==> src/rtl/vrec_ctrl.sv <==
module vrec_ctrl #(
  parameter int AW        = 8,
  parameter int LOOP_BIT  = 3,
  parameter int DB_TICKS  = 320,
  parameter int EOM_TICKS = 100,
  localparam int MAXT     = (DB_TICKS > EOM_TICKS) ? DB_TICKS : EOM_TICKS,
  localparam int CW       = $clog2(MAXT) + 1
) (
  input  logic          clk,
  input  logic          rst,
  input  logic          tick,
  input  logic          rec_n,
  input  logic          play_edge_n,
  input  logic          play_lvl_n,
  input  logic [AW-1:0] addr,
  input  logic          eom_hit,
  input  logic          mem_end,
  output logic          led_n,
  output logic          pwr_down,
  output logic          spk_hiz,
  output logic          spk_drive,
  output logic          start_rec,
  output logic          start_play,
  output logic          stop_str,
  output logic [AW-1:0] start_addr
);

  typedef enum logic [2:0] {S_IDLE, S_REC, S_DB, S_FULL, S_PLAY, S_EOMP} st_t;

  st_t           st;
  logic [CW-1:0] cnt;
  logic          full, loop_q;
  logic [2:0]    s1, s2, pv;

  always_ff @(posedge clk) begin
    if (rst) begin
      s1 <= '1;
      s2 <= '1;
      pv <= '1;
    end else begin
      s1 <= {rec_n, play_edge_n, play_lvl_n};
      s2 <= s1;
      pv <= s2;
    end
  end

  logic [2:0]    falls;
  logic          lvl_rise, mode_sel, loop_req;
  logic [AW-1:0] addr_eff;

  assign falls    = pv & ~s2;
  assign lvl_rise = ~pv[0] & s2[0];
  assign mode_sel = addr[AW-1] & addr[AW-2];
  assign loop_req = mode_sel & addr[LOOP_BIT];
  assign addr_eff = mode_sel ? '0 : addr;

  always_ff @(posedge clk) begin
    if (rst) begin
      st         <= S_IDLE;
      cnt        <= '0;
      full       <= 1'b0;
      loop_q     <= 1'b0;
      start_rec  <= 1'b0;
      start_play <= 1'b0;
      stop_str   <= 1'b0;
      start_addr <= '0;
    end else begin
      start_rec  <= 1'b0;
      start_play <= 1'b0;
      stop_str   <= 1'b0;
      if (falls[2] && st != S_DB) begin
        st         <= S_REC;
        full       <= 1'b0;
        loop_q     <= 1'b0;
        start_rec  <= 1'b1;
        start_addr <= addr_eff;
      end else begin
        case (st)
          S_REC: begin
            if (mem_end) begin
              st       <= S_FULL;
              full     <= 1'b1;
              stop_str <= 1'b1;
            end else if (s2[2]) begin
              st  <= S_DB;
              cnt <= '0;
            end
          end
          S_FULL: begin
            if (s2[2]) begin
              st  <= S_DB;
              cnt <= '0;
            end
          end
          S_DB: begin
            if (!s2[2]) begin
              st <= full ? S_FULL : S_REC;
            end else if (tick) begin
              if (cnt == CW'(DB_TICKS - 1)) begin
                st       <= S_IDLE;
                stop_str <= ~full;
              end else begin
                cnt <= cnt + 1'b1;
              end
            end
          end
          S_PLAY: begin
            if (lvl_rise) begin
              st       <= S_IDLE;
              stop_str <= 1'b1;
            end else if (eom_hit || mem_end) begin
              if (loop_q) begin
                start_play <= 1'b1;
                start_addr <= '0;
              end else if (eom_hit) begin
                st       <= S_EOMP;
                cnt      <= '0;
                stop_str <= 1'b1;
              end else begin
                st       <= S_IDLE;
                stop_str <= 1'b1;
              end
            end
          end
          default: begin
            if (falls[1] || falls[0]) begin
              st         <= S_PLAY;
              start_play <= 1'b1;
              start_addr <= addr_eff;
              loop_q     <= loop_req;
            end else if (st == S_EOMP && tick) begin
              if (cnt == CW'(EOM_TICKS - 1)) st <= S_IDLE;
              else cnt <= cnt + 1'b1;
            end
          end
        endcase
      end
    end
  end

  assign led_n     = ~((st == S_REC) || (st == S_DB && !full) || (st == S_EOMP));
  assign pwr_down  = (st == S_IDLE);
  assign spk_hiz   = (st == S_REC) || (st == S_DB) || (st == S_FULL);
  assign spk_drive = (st == S_PLAY);

  AST_RESET_STANDBY: assert property (@(posedge clk) rst |=> (led_n && pwr_down));
  AST_REC_START_LED: assert property (@(posedge clk) disable iff (rst)
    start_rec |-> (!led_n && spk_hiz && !pwr_down));
  AST_ONE_START: assert property (@(posedge clk) disable iff (rst)
    !(start_rec && start_play));
  AST_PLAY_START_DRIVE: assert property (@(posedge clk) disable iff (rst)
    start_play |-> (spk_drive && !pwr_down));
  AST_STOP_SILENT: assert property (@(posedge clk) disable iff (rst)
    stop_str |-> !spk_drive);
  AST_MODE_ZERO_ADDR: assert property (@(posedge clk) disable iff (rst)
    ((start_rec || start_play) && start_addr != '0) |-> !($past(addr[AW-1]) && $past(addr[AW-2])));
  AST_SPK_EXCL: assert property (@(posedge clk) disable iff (rst)
    !(spk_hiz && spk_drive));
  AST_STANDBY_QUIET: assert property (@(posedge clk) disable iff (rst)
    pwr_down |-> (led_n && !spk_hiz && !spk_drive));

endmodule

==> config.mk <==
export PLATFORM = sky130hd
export DESIGN_NAME = vrec_ctrl
export DESIGN_NICKNAME = d
export VERILOG_FILES = /design/src/rtl/vrec_ctrl.sv
export SDC_FILE = /design/constraint.sdc
export NUM_CORES = 1
export LEC_CHECK = 0
export BUFFER_PORTS_ARGS = -buffer_cell sky130_fd_sc_hd__buf_2
export CORE_MARGIN = 2
export CORE_UTILIZATION = 55
export DETAILED_ROUTE_END_ITERATION = 8
export PLACE_DENSITY_LB_ADDON = 0.1
export SLEW_MARGIN = 20
export SYNTH_ARGS = -nofsm -noshare
export SYNTH_HDL_FRONTEND = slang
export SYNTH_SLANG_ARGS = --single-unit
export TNS_END_PERCENT = 50
==> constraint.sdc <==
create_clock -name clk -period 3.4 [get_ports clk]
set_input_delay 0.68 -clock clk [delete_from_list [all_inputs] [get_ports clk]]
set_output_delay 0.68 -clock clk [all_outputs]
set_load 0.02 [all_outputs]
==> reports/metrics.cfg, run 1 <==
[critical_path]
cpLargestDelayFamily=compound AO/OA/AOI/OAI gates
worstPathCellList=nor2b_1 > a21oi_1 > o221ai_1 > or4_4 > o32ai_1
rr_startpoint=st[0]$_SDFFE_PP0P_
reg2regPathDepth=5
rrSetupSlack_ns=0.94
path_max_fanout=13
path_class=reg2reg
path_buf_inv=0
end_kind=flop
crit_arrival_ns=2.67
worst_path_largest_cell_delay_ns=0.85
r2r_end=cnt[9]$_SDFFE_PP0P_
crit_required_ns=3.61
cp_slowest_cell=o221ai_1
cp-start-kind=flop

[synthesis]
synth.most_common_cell=dfxtp_1
syn_area_per_cell_um2=8.19
synthDistinctLibCells=51
synthArstFlopShare=0
yosys.area.top_type=dfxtp_1
synthCells=220
ys_seq_area_frac=0.389
yosysWarnings=0
ys_ff_latch=35
synth_commonest_cells=35 x dfxtp_1, 17 x nand3_1, 16 x nor2_1, 15 x a21oi_1, 11 x inv_1
synthesis.area_um2=1800
ys.flop_type=dfxtp_1
synth_top_cell_area_share=0.389
syn_nets=237
synth_area_leaders=dfxtp_1 39%, nand3_1 4.7%, a21oi_1 4.2%
synth-edff-count=0

[floorplanning]
fp.dieArea_um2=3750
start_util=0.585
dieWidth_um=61.2
coreArea_um2=3080
rows=20
die_y_um=61.2
num_io_pins=31

[power]
totalPowerFinal_uw=1340
p_leak_uw=0.000722
p_per_area_nw_per_um2=668
peakVddDrop_uv=324

[grt]
grt_pass1_wl_mm=6.95
grt_use_total=0.251
gr-total-overflow=0
grt_max_degree=39
grt_util_met2=0.378
met3_usage=0.0588
antenna_found_initial=0
grt-busiest-layer=met2
grt_pass1_vias=1545
use_met1=0.346

[detailed_routing]
routed_via_density=6.09
wl_per_cell_um=14.4
route.vias.total=1753
drc=0
drtAntennaViolNets=0
routed_wl_mm=4.14
dr.first_iter.drc_count=165
drt_pass1_iterations=4

[cts]
cts_root_buffer=clkbuf_4
clock_path_buffers=2
post-cts-setup-buffers=0
holdBufCountCts=0
ctsHtreeMaxLevel=2
cts_buffers=5
tritoncts=done
worstSkewPairLatency_ns=0.34
clkSinkCount=35
clk_pin_slew_ns=0.12
cts_resized=0

[hold_path]
holdPathStages=1
min_from=s1[0]$_SDFF_PP1_
hold_path_end=s2[0]$_SDFF_PP1_
hold_class=reg2reg

[timing]
layout_worst_path_cycle_share=0.722
worstMarginPinSlew_ns=1.06
max_freq_ghz=0.407
maxSlewHeadroom=0.294
skew_ns=0.00476
timing_hold_violations_final=0
period_minus_slack_ns=2.46
rsz0062_at_grt=false
slew_viol_final=0
setup_viol=0
final.setup.tns_ns=0

[cells_and_area]
nets=260
utilization=0.651
drive_gt1_frac=0.221
final_cell_count_no_fill=288
syn_to_final_growth_pct=11.2
fin_area_um2=2000
antennaDiodeCount=0

[placement]
post_dp_cell_area_um2=1940
io_buffers=30
dp_cells=280
gp_congestion=0.914
dp_hpwl_mm=2.98

[status]
status=complete, no violations

[job]
drv_cap=0

logic make-up after synthesis:
kind of cell / count (synthesis) / synth area share
and+or+nand+nor: 98 / 0.309
adders and majority gates: 1 / 0.00694
buffers and inverters: 26 / 0.0611
AOI/OAI and AO/OA: 60 / 0.234
DFF: 35 / 0.389
worst max path at each step:
| stage | startpoint | to | slack [ns] | cells after the start |
|---|---|---|---|---|
| global placement | mem_end | cnt[4]$_SDFFE_PP0P_ | 1.05 | 5 |
| finish | st[0]$_SDFFE_PP0P_ | cnt[9]$_SDFFE_PP0P_ | 0.94 | 5 |
| floorplan | tick | cnt[4]$_SDFFE_PP0P_ | 1.52 | 5 |
| CTS | st[2]$_SDFFE_PP0P_ | cnt[4]$_SDFFE_PP0P_ | 1.04 | 5 |
| global route | st[0]$_SDFFE_PP0P_ | cnt[9]$_SDFFE_PP0P_ | 0.83 | 5 |
| detailed placement | mem_end | cnt[4]$_SDFFE_PP0P_ | 1.02 | 5 |
placed cells by master (no fill, tap or decap), types with 4 or more instances in the layout:
cell and instances:
a21oi_1 15, nor2_1 16, dfxtp_1 35, clkbuf_4 5
buf_2 30, nor4_1 8, nand3_1 17, o211ai_1 6
nand2b_1 4, nand4_1 5, and2_1 4, nand2_1 7
or2_2 9, o32ai_1 7, inv_1 11, nor2b_1 8
o21ai_0 6
routing by layer:
layer | wire [um] | part of all wire
met5 | 0 | 0
met2 | 1930 | 0.46
met1 | 1890 | 0.45
met3 | 259 | 0.063
met4 | 74 | 0.018
through the flow:
stage	hold WS [ns]	setup WS [ns]
finish	0.421	0.944
global route	0.439	0.829
CTS	0.424	1.04
detailed placement	0.395	1.02
global placement	0.393	1.05
floorplan	0.389	1.52
where the power goes:
| group | internal (uW) | switching [uW] | leakage, uW |
|---|---|---|---|
| combinational | 207 | 386 | 0.000408 |
| clock | 82.7 | 155 | 0.0000278 |
| sequential | 453 | 54.4 | 0.000285 |
| total | 743 | 595 | 0.000722 |
state kept, by name, summed over array words and instances, names as in the netlist:
register    flops
start_addr      8
s1              3
full            1
loop_q          1
st              3
start_rec       1
pv              3
start_play      1
cnt            10
stop_str        1
s2              3
final cells by class:
class / count / area, um2
clock buffers: 5 / 37.5
clock inverters: 3 / 23.8
fillers: 268 / 1070
inverters: 12 / 45.0
multi-input cells: 159 / 991
flip-flops and latches: 35 / 701
well taps: 44 / 55.1
repair buffers: 30 / 150
Note: power is estimated with default switching activity, not from simulation.
==> run 2: changes to the inputs <==
--- a/config.mk
+++ b/config.mk
@@ -7,7 +7,7 @@
 export LEC_CHECK = 0
 export BUFFER_PORTS_ARGS = -buffer_cell sky130_fd_sc_hd__buf_2
 export CORE_MARGIN = 2
-export CORE_UTILIZATION = 55
+export CORE_UTILIZATION = 50
 export DETAILED_ROUTE_END_ITERATION = 8
 export PLACE_DENSITY_LB_ADDON = 0.1
 export SLEW_MARGIN = 20
==> constraint.sdc (replaced) <==
create_clock -name clk -period 2.1 [get_ports clk]
set_input_delay 0.42 -clock clk [delete_from_list [all_inputs] [get_ports clk]]
set_output_delay 0.42 -clock clk [all_outputs]
set_load 0.02 [all_outputs]
==> reports/metrics.cfg, run 2 (same netlist as run 1, synthesis figures left out) <==
[job]
drv_cap=0  ; unchanged

[power]
p_leak_uw=0.000809  ; +12%
peakVddDrop_uv=495  ; +53%
p_per_area_nw_per_um2=1140  ; +71%

[timing]
setup_ws_ns=0.0620  ; -0.882 ns
worstMarginPinSlew_ns=0.823  ; -0.235 ns
slew_viol_final=0  ; unchanged
maxSlewHeadroom=0.449  ; +0.155
skew_ns=0.00808  ; +0.00331 ns
final.setup.tns_ns=0  ; unchanged
rsz0062_at_grt=true
period_minus_slack_ns=2.04
setup_viol=0  ; unchanged
timing_hold_violations_final=0  ; unchanged
max_freq_ghz=0.491
layout_worst_path_cycle_share=0.970
hold_slack_ns=0.250  ; -0.171 ns

[cts]
tritoncts=done
cts_buffers=5  ; unchanged
worstSkewPairLatency_ns=0.35  ; about the same
holdBufCountCts=0  ; unchanged
post-cts-setup-buffers=0  ; unchanged
cts_root_buffer=clkbuf_4
clkSinkCount=35  ; unchanged
ctsHtreeMaxLevel=2  ; unchanged
cts_resized=0  ; unchanged
clock_path_buffers=2  ; unchanged
clk_pin_slew_ns=0.11  ; about the same

[cells_and_area]
top_register=cnt
drive_gt1_frac=0.268  ; +0.0472
nets=273  ; +5.0%
syn_to_final_growth_pct=18.4
layout_commonest_cell=dfxtp_1
layout_common_cells=35 x dfxtp_1, 30 x buf_2, 17 x nand3_1, 16 x nor2_1, 15 x a21oi_1
antennaDiodeCount=0  ; unchanged
largest_reg_flops=10  ; unchanged
largestRegisters=cnt (10), start_addr (8)
fin_area_um2=2130  ; +6.5%

[detailed_routing]
wl_per_cell_um=14.4  ; +0.37%
drc=0  ; unchanged
drtAntennaViolNets=0  ; unchanged
route.vias.total=1808  ; +3.1%
dr.first_iter.drc_count=181  ; +9.7%
drt_pass1_iterations=4  ; unchanged
routed_via_density=5.97  ; -2.0%
routed_wl_mm=4.38  ; +5.6%

[critical_path]
rrSetupSlack_ns=0.14  ; -0.80 ns
path_class=reg2out
cp_num_cells=3  ; -2
cp_slowest_cell=dfxtp_1
worstPathCellList=nor3b_2 > a22oi_1 > buf_2
crit_arrival_ns=1.62  ; -1.05 ns
worst_path_largest_cell_delay_ns=0.52  ; -0.33 ns
cp-start-kind=flop
crit_required_ns=1.68  ; -1.93 ns
cpLargestDelayFamily=flip-flops
path_max_fanout=9  ; -4
end_kind=output pin
reg2regPathDepth=6  ; +1
path_buf_inv=1  ; +1

[placement]
dp_worst_setup_slack_ns=0.174  ; -0.849 ns
io_buffers=30  ; unchanged
post_dp_cell_area_um2=2040  ; +5.2%
dp_hpwl_mm=3.02  ; +1.1%
gp_congestion=0.877  ; -4.1%

[grt]
gr-total-overflow=0  ; unchanged
grt_use_total=0.224  ; -0.0261
grt_pass1_wl_mm=7.37  ; +6.1%
grt_pass1_vias=1647  ; +6.6%
antenna_found_initial=0  ; unchanged
grt_max_degree=24  ; -38%

[floorplanning]
die_y_um=64.0  ; +4.6%
num_io_pins=31  ; unchanged
start_util=0.532  ; -0.0538
dieWidth_um=64.0  ; +4.6%
fp.dieArea_um2=4100  ; +9.3%
rows=21  ; +5.0%
coreArea_um2=3390  ; +10%

[hold_path]
holdPathStages=2  ; +1
hold_class=in2reg

[status]
status=complete, no violations

run 2: changes by cell type in the layout (fill, tap and decap cells not counted), sizes merged:
cell / before / now
inv: 13 / 12
clkinv: 0 / 2
bufinv: 0 / 1
clkinvlp: 2 / 0
buf: 30 / 43
run 2: path summary, 6_finish.rpt:
check                             end           startpoint
hold / removal       s1[2]$_SDFF_PP1_                rec_n
hold reg to reg      s2[1]$_SDFF_PP1_     s1[1]$_SDFF_PP1_
setup reg to reg  cnt[0]$_SDFFE_PP0P_  cnt[0]$_SDFFE_PP0P_
setup / recovery                led_n   st[1]$_SDFFE_PP0P_
run 2: layer usage:
layer  vias up  wire, um  part of all wire  track usage
li1        892         -                 -            -
met1       834      1990              0.46        0.291
met2        72      2010              0.46        0.367
met3        10       295             0.067       0.0370
met4         0        72             0.016       0.0951
met5         -         0                 0            0
run 2: through the flow:
step           std cells  power (uW)  utilization
6_report             303        2440        0.629
5_1_grt              303        2570        0.629
4_1_cts              303        2420        0.626
3_5_place_dp         295        1920        0.602
3_3_place_gp         295        1910        0.602
2_1_floorplan        220        1610            -
run 2: layout make-up:
class / count / area [um2]
Clock inverter: 3 / 43.8
Multi-Input combinational cell: 159 / 1000
Tap cell: 46 / 57.6
Fill cell: 290 / 1260
Clock buffer: 5 / 37.5
Timing Repair Buffer: 43 / 248
Inverter: 12 / 45.0
Sequential cell: 35 / 701
run 2: where the power goes:
group / internal [uW] / leakage, uW / switching (uW)
Combinational: 446 / 0.000478 / 687
Sequential: 733 / 0.000285 / 78.2
Clock: 250 / 0.0000452 / 243
==> run 3: changes to the inputs <==
--- a/config.mk
+++ b/config.mk
@@ -6,8 +6,10 @@
 export NUM_CORES = 1
 export LEC_CHECK = 0
 export BUFFER_PORTS_ARGS = -buffer_cell sky130_fd_sc_hd__buf_2
+export CELL_PAD_IN_SITES_DETAIL_PLACEMENT = 1
+export CELL_PAD_IN_SITES_GLOBAL_PLACEMENT = 1
 export CORE_MARGIN = 2
-export CORE_UTILIZATION = 50
+export CORE_UTILIZATION = 37
 export DETAILED_ROUTE_END_ITERATION = 8
 export PLACE_DENSITY_LB_ADDON = 0.1
 export SLEW_MARGIN = 20
==> reports/metrics.cfg, run 3 (same netlist as run 1, synthesis figures left out) <==
[status]
status=complete, no violations

[timing]
rsz0062_at_grt=true
setup_ws_ns=0.0385  ; -0.0235 ns
hold_slack_ns=0.312  ; +0.0622 ns
slew_viol_final=0  ; unchanged
worstMarginPinSlew_ns=0.537  ; -0.286 ns
timing_hold_violations_final=0  ; unchanged
setup_viol=0  ; unchanged
maxSlewHeadroom=0.641  ; +0.192
skew_ns=0.00740  ; -0.000675 ns
period_minus_slack_ns=2.06  ; +0.0235 ns
max_freq_ghz=0.485  ; -1.1%
layout_worst_path_cycle_share=0.982  ; +0.0112

[floorplanning]
start_util=0.381  ; -0.150
num_io_pins=31  ; unchanged
rows=25  ; +19%
dieWidth_um=73.8  ; +15%
fp.dieArea_um2=5440  ; +33%
die_y_um=73.8  ; +15%
coreArea_um2=4720  ; +39%

[critical_path]
end_kind=output pin
path_class=reg2out
crit_required_ns=1.68  ; about the same
cp-start-kind=flop
crit_arrival_ns=1.64  ; +0.02 ns
rr_startpoint=cnt[0]$_SDFFE_PP0P_
path_max_fanout=8  ; -1
crit_start=st[2]$_SDFFE_PP0P_

[detailed_routing]
routed_wl_mm=4.97  ; +14%
dr.first_iter.drc_count=61  ; -66%
route.vias.total=1771  ; -2.0%
wl_per_cell_um=15.2  ; +5.2%
drtAntennaViolNets=0  ; unchanged
drc=0  ; unchanged
routed_via_density=5.42  ; -9.2%
drt_pass1_iterations=4  ; unchanged

[power]
combPwrFrac=0.443  ; -0.022
p_per_area_nw_per_um2=1170  ; +2.2%
totalPowerFinal_uw=2620  ; +7.3%
sequentialPowerShare=0.312  ; -0.021
power.internal_uw=1590  ; +11%
p_clk_frac=0.245  ; +0.043
p_leak_uw=0.000839  ; +3.7%
switching_share=0.394  ; -0.0200
peakVddDrop_uv=394  ; -20%
p_sw_uw=1030  ; +2.1%

[cells_and_area]
drive_gt1_frac=0.296  ; +0.0277
fillCellCount=594  ; +100%
largestRegisters=cnt (10), start_addr (8)
largest_reg_flops=10  ; unchanged
nets=276  ; +1.1%
antennaDiodeCount=0  ; unchanged
syn_to_final_growth_pct=24.3
layout_common_cells=35 x dfxtp_1, 30 x buf_2, 17 x nand3_1, 16 x buf_4
layout_commonest_cell=dfxtp_1
final_cell_count_no_fill=327  ; +7.9%
top_register=cnt

[cts]
worstSkewPairLatency_ns=0.29  ; -0.06 ns
cts_buffers=5  ; unchanged
clk_pin_slew_ns=0.08  ; -0.03 ns
post-cts-setup-buffers=0  ; unchanged
holdBufCountCts=0  ; unchanged
cts_root_buffer=clkbuf_8
tritoncts=done
clock_path_buffers=2  ; unchanged
clkSinkCount=35  ; unchanged
ctsHtreeMaxLevel=2  ; unchanged

[grt]
grt_max_degree=22  ; -8.3%
grt_use_total=0.200  ; -0.0245
grt_pass1_vias=1770  ; +7.5%
antenna_found_initial=0  ; unchanged
gr-total-overflow=0  ; unchanged
grt_pass1_wl_mm=8.47  ; +15%

[placement]
dp_hpwl_mm=3.66  ; +21%
dp_worst_setup_slack_ns=0.136  ; -0.0382 ns
io_buffers=30  ; unchanged
gp_congestion=0.849  ; -3.1%
dp_cells=319  ; +8.1%

[hold_path]
hold_class=in2reg
min_from=rec_n

[job]
drv_cap=0  ; unchanged

[run 3: per-layer routing]
metal  wire, um  GRT usage
met1       2470      0.270
met2       2230      0.320
met3        223     0.0398
met4         42     0.0606
met5          0          0
[run 3: layout make-up]
cell class                 count  area [um2]  share of cell area
clock inverter                 2        35.0              0.0156
clock buffer                   6        82.6              0.0369
multi-input combinational    159        1020               0.456
timing repair buffer          46         270               0.121
tap                           67        83.8              0.0374
sequential                    35         701               0.313
inverter                      12        45.0              0.0201
[run 3: what timing repair did]
action	in CTS	in global routing
gates resized for setup	0	7
endpoints found under the setup margin	0	18
hold endpoints to repair	0	0
[run 3: final timing paths]
kind,endpoint,slack [ns],cells after the start
worst max-delay path,led_n,0.04,4
worst min register to register,s2[1]$_SDFF_PP1_,0.41,1
worst min-delay path,s1[2]$_SDFF_PP1_,0.31,2
worst max register to register,cnt[4]$_SDFFE_PP0P_,0.15,6
[run 3: power groups by stage]
stage	Sequential [uW]	Combinational [uW]	Clock, uW
after global placement	824	1130	0
after CTS	812	1140	661
after global routing	824	1300	686
final	816	1160	641
after floorplan	821	787	0
after detailed placement	829	1130	0
[run 3: critical path: stages, from the launching register on]
cell and delay, ns:
dfxtp_1 0.40, buf_4 0.18, nor3b_2 0.45, a22oi_1 0.12, buf_2 0.20
[run 3: stage by stage]
step / instance area (um2) / TNS [ns] / utilization
CTS: 2210 / 0 / 0.468
floorplan: 1800 / 0 / -
global route: 2240 / -0.0530 / 0.474
global placement: 2090 / 0 / 0.443
detailed placement: 2090 / 0 / 0.443
finish: 2240 / 0 / 0.474
